### src/rtl/chirp_kj_pkg.sv
package chirp_kj_pkg;

    // Raw UTMI line-state codes
    typedef enum logic [1:0] {
        LS_SE0  = 2'b00,
        LS_J    = 2'b01,
        LS_K    = 2'b10,
        LS_NONE = 2'b11
    } line_t;

    // Sequencer states
    typedef enum logic [1:0] {
        SEQ_WAIT_K = 2'd0,
        SEQ_WAIT_J = 2'd1,
        SEQ_GOOD   = 2'd2,
        SEQ_BAD    = 2'd3
    } seq_t;

endpackage

### src/rtl/chirp_line_filter.sv
module chirp_line_filter
    import chirp_kj_pkg::*;
#(
    parameter int HOLD_CYCLES = 150,
    localparam int RUN_W      = $clog2(HOLD_CYCLES + 1)
) (
    input  logic       clk,
    input  logic       rst_n,
    input  logic       enable,
    input  logic [1:0] line_state,
    output logic       stable,
    output logic [1:0] stable_state
);

    typedef struct packed {
        logic [1:0]       samp;
        logic [RUN_W-1:0] run;
    } flt_t;

    flt_t flt_d, flt_q;

    always_comb begin
        flt_d = flt_q;
        if (!enable) begin
            flt_d.samp = LS_NONE;
            flt_d.run  = '0;
        end else begin
            flt_d.samp = line_state;
            if (line_state != flt_q.samp) begin
                flt_d.run = RUN_W'(1);
            end else if (flt_q.run != RUN_W'(HOLD_CYCLES)) begin
                flt_d.run = RUN_W'(flt_q.run + 1'b1);
            end
        end
    end

    always_ff @(posedge clk or negedge rst_n) begin
        if (!rst_n) begin
            flt_q.samp <= LS_NONE;
            flt_q.run  <= '0;
        end else begin
            flt_q <= flt_d;
        end
    end

    // A run that has reached the limit qualifies; the non-matching code never does
    assign stable       = enable && (flt_q.run == RUN_W'(HOLD_CYCLES))
                          && (flt_q.samp != LS_NONE);
    assign stable_state = flt_q.samp;

endmodule

### src/rtl/chirp_seq_tracker.sv
module chirp_seq_tracker
    import chirp_kj_pkg::*;
#(
    parameter int CHIRP_TARGET = 6,
    localparam int CNT_W       = $clog2(CHIRP_TARGET + 1)
) (
    input  logic             clk,
    input  logic             rst_n,
    input  logic             enable,
    input  logic             stable,
    input  logic [1:0]       stable_state,
    output logic [CNT_W-1:0] count,
    output logic             good,
    output logic             bad
);

    typedef struct packed {
        seq_t             st;
        logic [CNT_W-1:0] cnt;
    } trk_t;

    trk_t trk_d, trk_q;

    always_comb begin
        trk_d = trk_q;
        if (!enable) begin
            trk_d.st  = SEQ_WAIT_K;
            trk_d.cnt = '0;
        end else if (stable) begin
            unique case (trk_q.st)
                SEQ_WAIT_K: begin
                    if (stable_state == LS_K) begin
                        trk_d.cnt = CNT_W'(trk_q.cnt + 1'b1);
                        trk_d.st  = (trk_d.cnt == CNT_W'(CHIRP_TARGET)) ? SEQ_GOOD : SEQ_WAIT_J;
                    end else if (stable_state == LS_SE0) begin
                        trk_d.st = SEQ_BAD;
                    end
                end
                SEQ_WAIT_J: begin
                    if (stable_state == LS_J) begin
                        trk_d.cnt = CNT_W'(trk_q.cnt + 1'b1);
                        trk_d.st  = (trk_d.cnt == CNT_W'(CHIRP_TARGET)) ? SEQ_GOOD : SEQ_WAIT_K;
                    end else if (stable_state == LS_SE0) begin
                        trk_d.st = SEQ_BAD;
                    end
                end
                default: ;
            endcase
        end
    end

    always_ff @(posedge clk or negedge rst_n) begin
        if (!rst_n) begin
            trk_q.st  <= SEQ_WAIT_K;
            trk_q.cnt <= '0;
        end else begin
            trk_q <= trk_d;
        end
    end

    assign count = trk_q.cnt;
    assign good  = (trk_q.st == SEQ_GOOD);
    assign bad   = (trk_q.st == SEQ_BAD);

endmodule

### src/rtl/chirp_kj_validator.sv
module chirp_kj_validator #(
    parameter int HOLD_CYCLES  = 150,
    parameter int CHIRP_TARGET = 6
) (
    input  logic                                clk,
    input  logic                                rst_n,
    input  logic                                enable,
    input  logic [1:0]                          line_state,
    output logic [$clog2(CHIRP_TARGET+1)-1:0]   chirp_count,
    output logic                                chirp_valid,
    output logic                                chirp_invalid
);

    logic       flt_stable;
    logic [1:0] flt_state;

    chirp_line_filter #(
        .HOLD_CYCLES (HOLD_CYCLES)
    ) u_filter (
        .clk          (clk),
        .rst_n        (rst_n),
        .enable       (enable),
        .line_state   (line_state),
        .stable       (flt_stable),
        .stable_state (flt_state)
    );

    chirp_seq_tracker #(
        .CHIRP_TARGET (CHIRP_TARGET)
    ) u_tracker (
        .clk          (clk),
        .rst_n        (rst_n),
        .enable       (enable),
        .stable       (flt_stable),
        .stable_state (flt_state),
        .count        (chirp_count),
        .good         (chirp_valid),
        .bad          (chirp_invalid)
    );

endmodule

### config.mk
export PLATFORM = sky130hd
export DESIGN_NAME = chirp_kj_validator
export DESIGN_NICKNAME = d
export VERILOG_FILES = /design/src/rtl/chirp_kj_pkg.sv /design/src/rtl/chirp_line_filter.sv /design/src/rtl/chirp_seq_tracker.sv /design/src/rtl/chirp_kj_validator.sv
export SDC_FILE = /design/constraint.sdc
export NUM_CORES = 1
export LEC_CHECK = 0
export BUFFER_PORTS_ARGS = -buffer_cell sky130_fd_sc_hd__buf_2
export CORE_MARGIN = 3
export CORE_UTILIZATION = 55
export CTS_BUF_LIST = sky130_fd_sc_hd__clkbuf_8
export DETAILED_ROUTE_END_ITERATION = 10
export HOLD_SLACK_MARGIN = 0.03
export PLACE_DENSITY_LB_ADDON = 0.1
export SYNTH_ARGS = -nofsm -noshare
export SYNTH_HDL_FRONTEND = slang
export SYNTH_HIERARCHICAL = 1
export SYNTH_SLANG_ARGS = --single-unit
### constraint.sdc
create_clock -name clk -period 2 [get_ports clk]
set_clock_uncertainty 0.05 [all_clocks]
set_input_delay 0.1 -clock clk [delete_from_list [all_inputs] [get_ports clk]]
set_output_delay 0.1 -clock clk [all_outputs]
set_load 0.01 [all_outputs]
Word level (Yosys, flattened, before mapping)
Cells that the tools add are included.
- register bits after elaboration: 15
- bits of input ports: 5
- output and inout bits: 5
- logic and storage cells: 40
- add/subtract/negate cells: 2
- equal/unequal tests: 15
- mux-type cells: 13
- reduce and logical (&&, ||, !) cells: 6
- operators with widths (kind ; count):
    $mux W8 ; 2
    $mux W10 ; 1
    $mux W2 ; 5
    $mux W5 ; 2
    $pmux W5 S2 ; 1
    $add A8 B1 Y8 const B ; 1
    $eq A8 B8 Y1 const B ; 1
    $ne A8 B8 Y1 const B ; 1
    $eq A2 B2 Y1 const B ; 3
    $mux W3 ; 2
    $ne A3 B1 Y1 const B ; 2
    $ne A3 B2 Y1 const B ; 2
    $eq A2 B1 Y1 const B ; 2
    $logic_not A2 Y1 ; 2
    $reduce_and A4 Y1 ; 1
    $add A3 B1 Y3 const B ; 1
    $eq A3 B3 Y1 const B ; 1
    $logic_and A1 B1 Y1 ; 2
    $ne A2 B1 Y1 const B ; 1
    $ne A2 B2 Y1 ; 1
    $ne A2 B2 Y1 const B ; 1
    $reduce_and A2 Y1 ; 1

Depth between registers and ports, before layout
- word-level depth: 7
- gate-level depth with buffers: 8
- depth with buffers taken out: 8

Hierarchy
Netlist, hierarchy kept.
- by module, submodules not included (module ; instances ; cells an instance ; area each (sq um) ; sequential area each (sq um)):
    chirp_line_filter ; 1 ; 57 ; 573.0 ; 252.7
    chirp_seq_tracker ; 1 ; 37 ; 362.8 ; 125.1

Least setup slack after synthesis
No wires, ideal clock.
- kind: register -> register
- start: register u_filter/flt_q[0] (netlist name)
- end: register u_tracker/trk_q[3] (netlist name)
- setup time: 78 ps
- arrival time: 1623 ps
- required time: 1872 ps
- slack: 249 ps
- stages on the path, launching flop included: 9
- buffers on the path: 0
- period minus slack after synthesis: 1751 ps
- cells stage by stage: dfrtp_1 -> inv_1 -> ha_1 -> and4bb_2 -> nand2_1 -> nor2_1 -> nand2b_1 -> a311o_1 -> a21boi_1
- longest elaborated chain between the ends: 5
- RTL lines (what ; RTL line ; source):
    start: declaration ; chirp_line_filter.sv:20 ; flt_t flt_d, flt_q;
    start signal: assignment ; chirp_line_filter.sv:42 ; flt_q <= flt_d;
    $eq A8 B8 Y1 ; chirp_line_filter.sv:47 ; assign stable = enable && (flt_q.run == RUN_W'(HOLD_CYCLES))
    $logic_and A1 B1 Y1 ; chirp_line_filter.sv:47 ;
    $logic_and A1 B1 Y1 ; chirp_line_filter.sv:48 ; && (flt_q.samp != LS_NONE);
    via flt_stable ; chirp_kj_validator.sv:14 ; logic flt_stable;
    $ne A2 B1 Y1 (no line) ; - ;
    $reduce_and A2 Y1 (no line) ; - ;
    end signal: assignment ; chirp_seq_tracker.sv:57 ; trk_q <= trk_d;
    end: declaration ; chirp_seq_tracker.sv:22 ; trk_t trk_d, trk_q;
The timed path passes the listed nets, and every way through them passes these cells.
A chain may end at the register's enable or synchronous reset.

Final worst setup path
- start: register u_filter/flt_q[1] (netlist name)
- end: register u_tracker/trk_q[3] (netlist name)
Same word-level chain as after synthesis.

==> flow_metrics.py <==
metrics = {
    "synth": {
        "ys_top_cells_by_area": "dfrtp_1 35%, dfstp_2 5.6%, ha_1 5.3%",
        "synth_seq_cells": 15,
        "synth_cells": 94,
        "synth.top_cell.area_share_pct": 34.76,
        "synth_cell_type_count": 36,
        "synth_top_area_cell": "dfrtp_1",
        "synth-edff-count": 0,
        "yosysWarnings": 6,
        "synth.top_cells.by_count": "13 x dfrtp_1, 9 x nand2_1",
        "syn_nets": 103,
        "syn_area_per_cell_um2": 9.956,
        "synth-seq-area-share_pct": 40.37,
        "synth_area_um2": 935.9,
        "ys.flop_type": "dfrtp_1",
        "synthArstFlopShare_pct": 100.0,
        "yosys.cell_count.top_type": "dfrtp_1",
    },
    "sta": {
        "fin_tns_setup_ps": 0,
        "min_period_over_period_pct": 94.21,
        "rsz0062_at_grt": "no",
        "slew_viol_final": 0,
        "hold_violations": 0,
        "worstMarginPinSlew_ps": 324.5,
        "period_needed_ps": 1884,
        "relSlewSlack_pct": 78.37,
        "setup-violations-final": 0,
        "fmax_ghz": 0.5307,
    },
    "cts": {
        "cts_tree": "built",
        "numCtsBuffers": 3,
        "cts-root-buf": "clkbuf_8",
        "clock_path_buffers": 2,
        "ctsHtreeMaxLevel": 1,
        "post-cts-setup-buffers": 0,
        "ctsHoldBuffers": 1,
        "cts.reportedPaths.clkPinSlew_ps": 60,
        "cts.repair.resized": 0,
        "insertion_delay_ps": 240,
        "cts.sinks": 15,
    },
    "flow_run": {
        "drv_cap": 0,
    },
    "critical_path": {
        "timing.rr.start": "u_filter/flt_q[1]",
        "arrival_ps": 2000,
        "crit_path_start_kind": "register",
        "worstPathRequired_ps": 2120,
        "crit_path_end_kind": "register",
        "r2r_end": "u_tracker/trk_q[3]",
        "worst_r2r_path_depth": 7,
        "critPathKind": "register to register",
        "rrSetupSlack_ps": 120,
        "crit_path_max_fanout": 4,
    },
    "outcome": {
        "status": "complete, no violations",
    },
    "routing": {
        "route.vias.total": 684,
        "drc": 0,
        "routed_wl_mm": 1.580,
        "antenna_left": 0,
        "dr.pass1.iters": 4,
        "dr.first_iter.drc_count": 10,
        "wl_per_cell_um": 13.28,
        "via_per_inst": 5.748,
    },
    "cells_and_area": {
        "drive_gt1_share_pct": 22.33,
        "fin_cells": 119,
        "n_antenna_cell": 0,
        "final_nets": 113,
        "multi_input_area_um2": 504.2,
        "register_area_um2": 377.9,
        "fin_util_pct": 65.57,
        "areaGrowthSynthToFinish_pct": 9.225,
        "fillers": 134,
        "final_area_mm2": 0.001022,
    },
    "floorplan": {
        "die_height_um": 47.25,
        "initial_utilization_pct": 60.03,
        "die_area_mm2": 0.002233,
        "core-area_mm2": 0.001559,
        "rows": 14,
        "io_pins": 10,
        "dieWidth_um": 47.25,
    },
    "min_path": {
        "hp-class": "input port to register",
        "hold_depth": 2,
        "holdPathEnd": "u_filter/stable_state[1]",
        "hold_start": "line_state[1]",
    },
    "power_and_ir_drop": {
        "ir_worst_vdd_mv": 0.6759,
        "finalPower_mw": 0.5978,
        "p_leak_nw": 0.4180,
        "powerDensity_mw_per_mm2": 584.8,
    },
    "place": {
        "numPlacedInstances": 114,
        "placed_area_um2": 965.9,
        "hpwlAfterDp_mm": 1.201,
        "port_buffers": 9,
        "place.gp.congestion": 0.8084,
    },
    "global_route": {
        "grt_pass1_vias": 611,
        "grt_pass1_wl_mm": 2.732,
        "grt_max_degree": 16,
        "antenna_found_initial": 0,
        "grtUsageTotal_pct": 17.64,
        "globalRoute.totalOverflow": 0,
    },
}
==> where the power goes <==
part	switching (mW)	internal, mW	total, mW
clock	0.0995	0.138	0.237
sequential	0.00654	0.310	0.317
combinational	0.0255	0.0185	0.0440
total	0.132	0.466	0.598
==> cells by family (layout without fill, tap and decap cells) <==
| group | Yosys count | in the layout | share of synthesized area [%] |
|---|---|---|---|
| multiplexers | 4 | 4 | 4.278 |
| XOR/XNOR | 5 | 5 | 4.680 |
| adder cells (fa/ha/maj) | 4 | 4 | 5.348 |
| buffers and inverters | 9 | 18 | 5.748 |
| AO/OA/AOI/OAI | 18 | 18 | 13.10 |
| flip-flops | 15 | 15 | 40.37 |
| AND/OR/NAND/NOR | 39 | 39 | 26.47 |
==> registers in the layout, summed over array words and instances, names as in the netlist <==
signal and flops:
u_filter/flt_q 8, u_filter/stable_state 2, u_tracker/count 3, u_tracker/trk_q 2
==> worst max-delay path: stages (launching register included) <==
cell,delay (ps)
dfrtp_1,430
ha_1,200
and4bb_2,260
nand2_1,100
nor2_1,140
nand2b_1,140
a311o_1,340
a21boi_1,160
==> layout make-up <==
class	instances	area share, %
tap	16	1.958
timing repair buffer	11	6.120
sequential	15	36.96
multi-input combinational	70	49.33
clock inverter	1	0.4896
inverter	3	1.102
clock buffer	3	4.039
==> placed cells by master (no fill, tap or decap) <==
cell and count:
dfrtp_1 13, buf_2 9, nand2_1 9, nand2b_1 5
a21oi_1 5, o21ai_0 5, nor2_1 4, ha_1 4
mux2i_1 4, clkbuf_8 3, inv_1 3, xnor2_1 3
nand3_1 3, or3_1 3, and4bb_2 2, nand3b_1 2
nand4_1 2, xor2_1 2, dfstp_2 2, clkinv_2 1
dlygate4sd3_1 1, and3b_2 1, nand3_4 1, a211o_1 1
nand4bb_1 1, nor3_1 1, a211oi_1 1, o2111ai_1 1
and3_1 1, buf_4 1, nor2b_1 1, and2_1 1
or3b_4 1, a21oi_2 1, a311oi_1 1, or2b_1 1
a211oi_2 1, a311o_1 1, a21boi_1 1
==> through the flow <==
stage	worst slack, ps	hold WS (ps)
6_report	115.8	32.64
5_1_grt	4.630	37.98
4_1_cts	117.1	30.25
3_5_place_dp	114.2	-33.00
3_3_place_gp	228.8	-31.48
2_1_floorplan	249.3	-245.6
==> how the worst max path moves through the flow <==
stage / startpoint / depth (start not counted) / endpoint / slack [ps]
finish: u_filter/flt_q[1] / 7 / u_tracker/trk_q[3] / 120
floorplan: u_filter/flt_q[0] / 8 / u_tracker/trk_q[3] / 250
detailed placement: u_filter/flt_q[1] / 7 / u_tracker/trk_q[3] / 110
CTS: u_filter/flt_q[1] / 7 / u_tracker/trk_q[3] / 120
global placement: u_filter/flt_q[1] / 7 / u_tracker/trk_q[3] / 230
global route: u_filter/flt_q[1] / 7 / u_tracker/trk_q[3] / 5
==> layer usage <==
metal  part of all wire (%)  track usage [%]  vias up
met5                      0                0        -
met4                      0            3.315        0
met3                    5.1            6.897        0
met2                     41            22.46       16
met1                     54            27.76      320
li1                       -                -      348
No activity file was read; power rests on OpenSTA's default activity.
